<file path="src/rtl/irqp_pkg.sv">
package irqp_pkg;

    // Width of one entry in a packed list of line indices
    localparam int unsigned LINE_IDX_W = 8;

    typedef enum logic {
        TRIG_EDGE  = 1'b0,
        TRIG_LEVEL = 1'b1
    } trig_e;

    // Per-line update request after all sources are merged
    typedef struct packed {
        logic set_req;
        logic clr_req;
        logic hw_level;
    } bit_upd_t;

    // One-hot vector with bit idx set, wide enough for any line index
    function automatic logic [255:0] line_onehot(input logic [LINE_IDX_W-1:0] idx);
        logic [255:0] v;
        v = '0;
        v[idx] = 1'b1;
        return v;
    endfunction

endpackage

</file>
<file path="src/rtl/irqp_edge_det.sv">
module irqp_edge_det #(
    parameter int unsigned N = 16
) (
    input  logic         clk,
    input  logic         rst,
    input  logic [N-1:0] lines,
    output logic [N-1:0] rise
);
    logic [N-1:0] prev_q;

    always_ff @(posedge clk) begin
        if (rst) prev_q <= '0;
        else     prev_q <= lines;
    end

    assign rise = lines & ~prev_q;
endmodule

</file>
<file path="src/rtl/irqp_pend_cell.sv">
module irqp_pend_cell
    import irqp_pkg::*;
#(
    parameter trig_e TRIG = TRIG_EDGE
) (
    input  logic     clk,
    input  logic     rst,
    input  bit_upd_t upd,
    output logic     pend
);
    generate
        if (TRIG == TRIG_LEVEL) begin : g_level
            always_ff @(posedge clk) begin
                if (rst) pend <= 1'b0;
                else     pend <= upd.hw_level;
            end
        end else begin : g_edge
            always_ff @(posedge clk) begin
                if (rst) pend <= 1'b0;
                else     pend <= upd.set_req | (pend & ~upd.clr_req);
            end
        end
    endgenerate
endmodule

</file>
<file path="src/rtl/irqp_enable_reg.sv">
module irqp_enable_reg #(
    parameter int unsigned N = 16
) (
    input  logic         clk,
    input  logic         rst,
    input  logic         wr,
    input  logic [N-1:0] wdata,
    output logic [N-1:0] en_q
);
    always_ff @(posedge clk) begin
        if (rst)     en_q <= '0;
        else if (wr) en_q <= wdata;
    end
endmodule

</file>
<file path="src/rtl/irq_pend_unit.sv">
module irq_pend_unit
    import irqp_pkg::*;
#(
    parameter int unsigned N          = 16,
    parameter int unsigned NMI_LINE   = 15,
    parameter int unsigned NUM_TMR    = 2,
    parameter logic [N-1:0] LEVEL_MASK = 16'h000F,
    parameter logic [NUM_TMR*LINE_IDX_W-1:0] TMR_LINES = {8'd10, 8'd6}
) (
    input  logic               clk,
    input  logic               rst,
    input  logic               sw_set_en,
    input  logic [N-1:0]       sw_set_mask,
    input  logic               sw_clr_en,
    input  logic [N-1:0]       sw_clr_mask,
    input  logic [N-1:0]       hw_irq,
    input  logic [NUM_TMR-1:0] tmr_clr,
    input  logic               en_wr,
    input  logic [N-1:0]       en_data,
    output logic [N-1:0]       irq_pending,
    output logic [N-1:0]       irq_enabled
);
    localparam logic [N-1:0] NMI_BIT = {{(N-1){1'b0}}, 1'b1} << NMI_LINE;

    logic [N-1:0] hw_rise;
    logic [N-1:0] tmr_clr_vec;
    logic [N-1:0] set_vec;
    logic [N-1:0] clr_vec;
    logic [N-1:0] enable_q;

    irqp_edge_det #(.N(N)) u_edge (
        .clk  (clk),
        .rst  (rst),
        .lines(hw_irq),
        .rise (hw_rise)
    );

    // Each timer clears its own line only
    always_comb begin
        tmr_clr_vec = '0;
        for (int j = 0; j < int'(NUM_TMR); j++) begin
            if (tmr_clr[j]) begin
                tmr_clr_vec = tmr_clr_vec
                    | line_onehot(TMR_LINES[j*LINE_IDX_W +: LINE_IDX_W])[N-1:0];
            end
        end
    end

    // Merge all sources; the clear port never reaches the NMI bit
    always_comb begin
        set_vec = hw_rise | (sw_set_en ? sw_set_mask : '0);
        clr_vec = tmr_clr_vec | (sw_clr_en ? (sw_clr_mask & ~NMI_BIT) : '0);
    end

    generate
        for (genvar i = 0; i < int'(N); i++) begin : g_line
            bit_upd_t upd;
            assign upd.set_req  = set_vec[i];
            assign upd.clr_req  = clr_vec[i];
            assign upd.hw_level = hw_irq[i];

            irqp_pend_cell #(
                .TRIG(LEVEL_MASK[i] ? TRIG_LEVEL : TRIG_EDGE)
            ) u_cell (
                .clk (clk),
                .rst (rst),
                .upd (upd),
                .pend(irq_pending[i])
            );
        end
    endgenerate

    irqp_enable_reg #(.N(N)) u_en (
        .clk  (clk),
        .rst  (rst),
        .wr   (en_wr),
        .wdata(en_data),
        .en_q (enable_q)
    );

    assign irq_enabled = irq_pending & (enable_q | NMI_BIT);
endmodule

</file>
<file path="config.mk">
export PLATFORM = sky130hd
export DESIGN_NAME = irq_pend_unit
export DESIGN_NICKNAME = d
export VERILOG_FILES = /design/src/rtl/irqp_pkg.sv /design/src/rtl/irqp_edge_det.sv /design/src/rtl/irqp_pend_cell.sv /design/src/rtl/irqp_enable_reg.sv /design/src/rtl/irq_pend_unit.sv
export SDC_FILE = /design/constraint.sdc
export NUM_CORES = 1
export LEC_CHECK = 0
export ABC_AREA = 1
export BUFFER_PORTS_ARGS = -buffer_cell sky130_fd_sc_hd__buf_4
export CORE_ASPECT_RATIO = 1.75
export CORE_MARGIN = 8
export CORE_UTILIZATION = 42
export CTS_BUF_LIST = sky130_fd_sc_hd__clkbuf_16
export DETAILED_ROUTE_END_ITERATION = 8
export PLACE_DENSITY = 0.8
export REMOVE_ABC_BUFFERS = 1
export SLEW_MARGIN = 20
export SYNTH_ARGS = -nofsm -noshare
export SYNTH_HDL_FRONTEND = slang
export SYNTH_SLANG_ARGS = --single-unit
</file>
<file path="constraint.sdc">
create_clock -name clk -period 0.95 [get_ports clk]
set_input_delay 0.19 -clock clk [delete_from_list [all_inputs] [get_ports clk]]
set_output_delay 0.19 -clock clk [all_outputs]
set_load 0.1 [all_outputs]
</file>
==> results of run 1 <==
## kinds of logic after synthesis
| family | Yosys count | share of synthesized area |
|---|---|---|
| buffers and inverters | 72 | 0.2017 |
| AND/OR/NAND/NOR | 117 | 0.2448 |
| flip-flops | 43 | 0.4491 |
| AO/OA/AOI/OAI | 28 | 0.1044 |
## power groups by stage
stage               Combinational (uW)  Clock (uW)  Sequential, uW
global route                      1500        2020            2040
finish                            1420        1890            2030
floorplan                          339           0            2410
CTS                               1340        1920            2020
detailed placement                1160           0            2020
global placement                  1150           0            2020
## sequential cells by signal (all words and copies together), names as in the netlist
register and count:
u_en.en_q 15, u_edge.prev_q 16, g_line.u_cell.pend 12
## cells in the mapped netlist (all sizes together)
| cell | instances | area, um^2 |
|---|---|---|
| inv | 45 | 176.4 |
| or2 | 1 | 6.260 |
| a21boi | 9 | 67.56 |
| a21oi | 19 | 132.6 |
| dfxtp | 43 | 860.8 |
| buf | 27 | 210.2 |
| nand3 | 2 | 10.01 |
| nand2 | 76 | 310.3 |
| nor2 | 38 | 142.6 |
## layer usage
metal / vias to the layer above / track usage / share of wire
met1: 835 / 0.1576 / 0.33
met5: - / 0 / 0
met4: 0 / 0.08421 / 0.050
met3: 16 / 0.02969 / 0.049
met2: 63 / 0.3052 / 0.57
li1: 914 / - / -
## cell type report
| type | count | area share |
|---|---|---|
| repair buffers | 106 | 0.3750 |
| flip-flops and latches | 43 | 0.2838 |
| multi-input cells | 145 | 0.2168 |
| inverters | 45 | 0.05429 |
| clock buffers | 5 | 0.03851 |
| well taps | 51 | 0.01964 |
| clock inverters | 3 | 0.01194 |
## critical path: stages (launching register included)
cell,delay (ps)
sky130_fd_sc_hd__dfxtp_2,360
sky130_fd_sc_hd__nand2_1,70
sky130_fd_sc_hd__inv_2,70
sky130_fd_sc_hd__buf_12,170
## metrics by stage
| stage | total power, uW | worst slack, ps | setup TNS, ps |
|---|---|---|---|
| 6_report | 5339 | -185.3 | -3646 |
| 5_1_grt | 5563 | -204.8 | -4519 |
| 4_1_cts | 5279 | -161.1 | -3807 |
| 3_5_place_dp | 3187 | -0.4303 | -0.4303 |
| 3_3_place_gp | 3165 | 10.34 | 0 |
| 2_1_floorplan | 2747 | -932.6 | -23130 |
## path summary, 6_finish.rpt
| kind | from | end | slack, ps | cells past startpoint |
|---|---|---|---|---|
| max reg2reg | g_line[7].u_cell.pend | g_line[7].u_cell.pend | 100 | 4 |
| min | hw_irq[3] | u_edge.prev_q[3] | 110 | 3 |
| max | g_line[12].u_cell.pend | irq_enabled[12] | -190 | 3 |
| min reg2reg | u_en.en_q[1] | u_en.en_q[1] | 470 | 2 |
## what timing repair did
item                       4_1_cts  5_1_grt
pin swaps                        9        6
setup endpoints to repair       32       33
resized for setup              131       35
hold buffers                     0        0
setup buffers                    7        5
==> metrics.txt, run 1 <==
all-layer global routing usage 0.1629; arrival time of data at the critical path endpoint ~950 ps; global-route wire length before repair ~9 mm; master cell of the clock root buffer sky130_fd_sc_hd__clkbuf_16; Logic pwr share 0.266; largest fanout on the critical path 3; Core Footprint approximately 4400 um^2; footprint of the multi-input gates between 700 and 800 um^2; power density cells roughly 1600 nW/um^2; Worst-Margin Slew between 200 and 250 ps; leading cell type in the layout, fill and taps excluded sky130_fd_sc_hd__buf_4; fraction of power spent switching nets 0.2986; final count of pins violating max slew 0; post-synthesis area per instance about 7.4 um^2; data required time at the worst endpoint approximately 760 ps; status complete, but fails checks; length of the first detailed-routing pass in iterations 4; maximum operating frequency ~880 MHz; total DRC errors in the routed layout 0; placed cell count between 300 and 400; Placement Rows 32; layout-stage area growth over the synthesis result 69.52%; detailed placement HPWL just under 4 mm; DIE WIDTH 67.07 um; count of buffers from port buffering 92; most used cells in the layout excluding fill and tap cells 69 x sky130_fd_sc_hd__buf_4, 52 x sky130_fd_sc_hd__nand2_1, 38 x sky130_fd_sc_hd__nor2_1, 32 x sky130_fd_sc_hd__buf_12, 29 x sky130_fd_sc_hd__inv_1; clock-pin slew on the worst setup and hold paths 60 ps; Final Cell Area approximately 3200 um^2; unrepaired setup endpoints after global routing yes; FF/Latch Area about 920 um^2; chip height 105.4 um; Synthesis Warnings 0; sequential cell area fraction in the yosys report 0.4491; final number of setup-violating endpoints 32; Hold Worst Slack 113.0 ps; mean routed wirelength per cell between 10 and 15 um; vias after detailed routing 1828; initial core utilization 0.4352; fraction of power consumed by sequential logic 0.380; number of antenna violations at the first check in global routing 0; placed cell areas about 2500 um^2; internal cell power around 3700 uW; number of buffers added by the clock tree synthesis step 5; global placement routability congestion about 0.76; number of synthesized register bits between 40 and 50; vias in the first global route approximately 1900; number of distinct library cells after synthesis 15; Clock Latency Late Sink 280 ps; post-route insts no fill ~400; violated checks negative setup slack; Syn Inst Count 260; Final Cycle Share 1.195; diodes inserted 0; Net Switching 1594 uW; Final Util 0.7378; VDD IR max ~1.6 mV; number of nets still failing antenna checks after routing 0; number of H-tree levels 2; largest net degree at the start of global routing 20; Hold Crit Class input pin to flop; DRT iter0 DRCs 54; leakage 0.001635 uW; crit path time final approximately 1100 ps; final net count ~420; skew final 0.8620 ps; die footprint roughly 7100 um^2; Crit Path Category flop to primary output; number of I/O pins roughly 100; Final Hold Vio Count 0; Setup crit end kind primary output; PnR worst setup slack -185.3 ps; Synth Cell Area ~1900 um^2; Max Root-Sink Buffers 2; clock sink count 43; post-detailed-route via-to-cell ratio 4.593; CTS tree yes; sort of element at the start of the critical path flop; share of post-route cells with drive strength above 1 0.5620; reported max-cap violation count 0; slew margin rel. 0.8462; total length of routed wires about 5.8 mm; clock share of power 0.354; overall overflow remaining after global route 0; number of fill cells in the layout 318
No activity file was read; power rests on OpenSTA's default activity.
==> run 2, diff against run 1 <==
==> constraint.sdc (replaced) <==
create_clock -name clk -period 0.95 [get_ports clk]
set_input_delay 0.285 -clock clk [delete_from_list [all_inputs] [get_ports clk]]
set_output_delay 0.285 -clock clk [all_outputs]
set_load 0.1 [all_outputs]
==> run 2 against run 1 <==
Highest routed layer unchanged. The run still ends with negative setup slack left. Worst hold slack improved by 100 ps. Clock skew increased by 1.9 ps. Critical path depth unchanged. Largest cell class unchanged. Core utilization unchanged. Setup slack got worse by 76 ps.
==> metrics.txt, run 2 (synthesis gave the netlist of run 1 again) <==
share of post-route cells with drive strength above 1 0.5661; Setup crit end kind primary output; chip height ~110 um; Clock Latency Late Sink ~280 ps; Total Power 4999 uW; Worst-Margin Slew 225.4 ps; largest net degree at the start of global routing 20; length of the first detailed-routing pass in iterations 4; total DRC errors in the routed layout 0; arrival time of data at the critical path endpoint around 930 ps; overall overflow remaining after global route 0; placed cell count slightly below 400; global-route wire length before repair about 8.4 mm; Final Hold Vio Count 0; clock-pin slew on the worst setup and hold paths 60 ps; power density cells 1538 nW/um^2; slew margin rel. 0.8497; initial core utilization 0.4352; Hold Worst Slack about 210 ps; post-route insts no fill about 400; die footprint between 7000 and 8000 um^2; Hold Crit Class input pin to flop; number of I/O pins 103; r2r startpoint g_line[8].u_cell.pend; most used cells in the layout excluding fill and tap cells 72 x sky130_fd_sc_hd__buf_4, 51 x sky130_fd_sc_hd__nand2_1, 38 x sky130_fd_sc_hd__nor2_1, 33 x sky130_fd_sc_hd__buf_12, 30 x sky130_fd_sc_hd__inv_1; cell class contributing the biggest share of worst-path delay flip-flops; all-layer global routing usage 0.1560; max incr delay on CP roughly 370 ps; leakage between 0.0015 and 0.002 uW; Final Util 0.7378; DIE WIDTH around 67 um; worst hold start hw_irq[3]; layout-stage area growth over the synthesis result 69.52%; number of buffers added by the clock tree synthesis step 5; post-detailed-route via-to-cell ratio 4.566; number of H-tree levels 2; largest registers in the final layout u_edge.prev_q (16), u_en.en_q (15), g_line.u_cell.pend (12); Max Root-Sink Buffers 2; Largest register FFs 16; diodes inserted 0; Placement Rows 32; vias after detailed routing 1822; total length of routed wires ~5.7 mm; mean routed wirelength per cell between 10 and 15 um; global placement routability congestion slightly below 0.8; CTS tree yes; Crit Path Category flop to primary output; sort of element at the start of the critical path flop; number of nets still failing antenna checks after routing 0; cell chain of the critical path nand2_2 > inv_2 > buf_12; startpoint of the most critical setup path g_line[12].u_cell.pend; leading cell type in the layout, fill and taps excluded sky130_fd_sc_hd__buf_4; final number of setup-violating endpoints 32; count of cell instances traversed by the critical path 3; violated checks negative setup slack; final net count 420; detailed placement HPWL just under 4 mm; library cell contributing the largest single delay on the critical path sky130_fd_sc_hd__dfxtp_4; number of antenna violations at the first check in global routing 0; Hold Crit Depth 3; Core Footprint around 4400 um^2; Final Cycle Share 1.275; count of buffers from port buffering 92; PnR worst setup slack -260.8 ps; final count of pins violating max slew 0; master cell of the clock root buffer sky130_fd_sc_hd__clkbuf_16; data required time at the worst endpoint approximately 660 ps; unrepaired setup endpoints after global routing yes; Worst Path Buf+Inv 2; DRT iter0 DRCs 53; Worst R2R Path Depth 4; vias in the first global route roughly 1800; clock sink count 43; largest fanout on the critical path 3; status complete, but fails checks; skew final 2.784 ps; hold buffer count at CTS 0; crit path time final 1211 ps; reported max-cap violation count 0; VDD IR max 1.185 mV; maximum operating frequency slightly above 800 MHz; Most flops, register u_edge.prev_q
-- run 2: changes by cell type in the layout (fill, tap and decap cells not counted), sizes merged --
cell and change:
inv +1, bufinv -1, clkinv -2, buf +3
-- run 2: stage by stage --
| step | area, um^2 | worst slack (ps) | TNS (ps) |
|---|---|---|---|
| finish | 3249 | -260.8 | -6635 |
| global route | 3249 | -294.1 | -7447 |
| CTS | 3089 | -256.4 | -6881 |
| detailed placement | 2569 | -69.31 | -707.0 |
| global placement | 2569 | -72.85 | -569.7 |
| floorplan | 1707 | -1011 | -26170 |
-- run 2: repair_timing --
item,4_1_cts,5_1_grt
pin swaps,7,7
gates resized for setup,128,38
setup endpoints to repair,32,32
setup buffers,4,2
-- run 2: cell type report --
type                    instances  area (um^2)
clock buffers                   5        125.1
clock inverters                 1        3.754
fillers                       315         1155
inverters                      45        176.4
multi-input cells             145        706.9
flip-flops and latches         43        927.1
well taps                      51        63.81
repair buffers                109         1246
-- run 2: tightest hold or removal path, delay by kind of cell --
family        cells  cell delay [ps]
buf+inv           2              100
simple gates      1               70
-- run 2: worst paths after layout --
kind	to	slack [ps]
max	irq_enabled[12]	-260
min	u_edge.prev_q[3]	210
max reg2reg	g_line[8].u_cell.pend	120
min reg2reg	u_en.en_q[14]	470
-- run 2: per-layer routing --
layer,vias to the layer above,GRT usage,part of all wire
li1,917,-,-
met1,830,0.1387,0.33
met2,58,0.2907,0.57
met3,17,0.03712,0.052
met4,0,0.1008,0.045
met5,-,0,0
-- run 2: power by group --
part           leakage, uW  switching [uW]  internal (uW)
Sequential        0.000370            99.1           1930
Clock            0.0000669             614            933
Combinational      0.00120             827            599
Total              0.00164            1540           3460
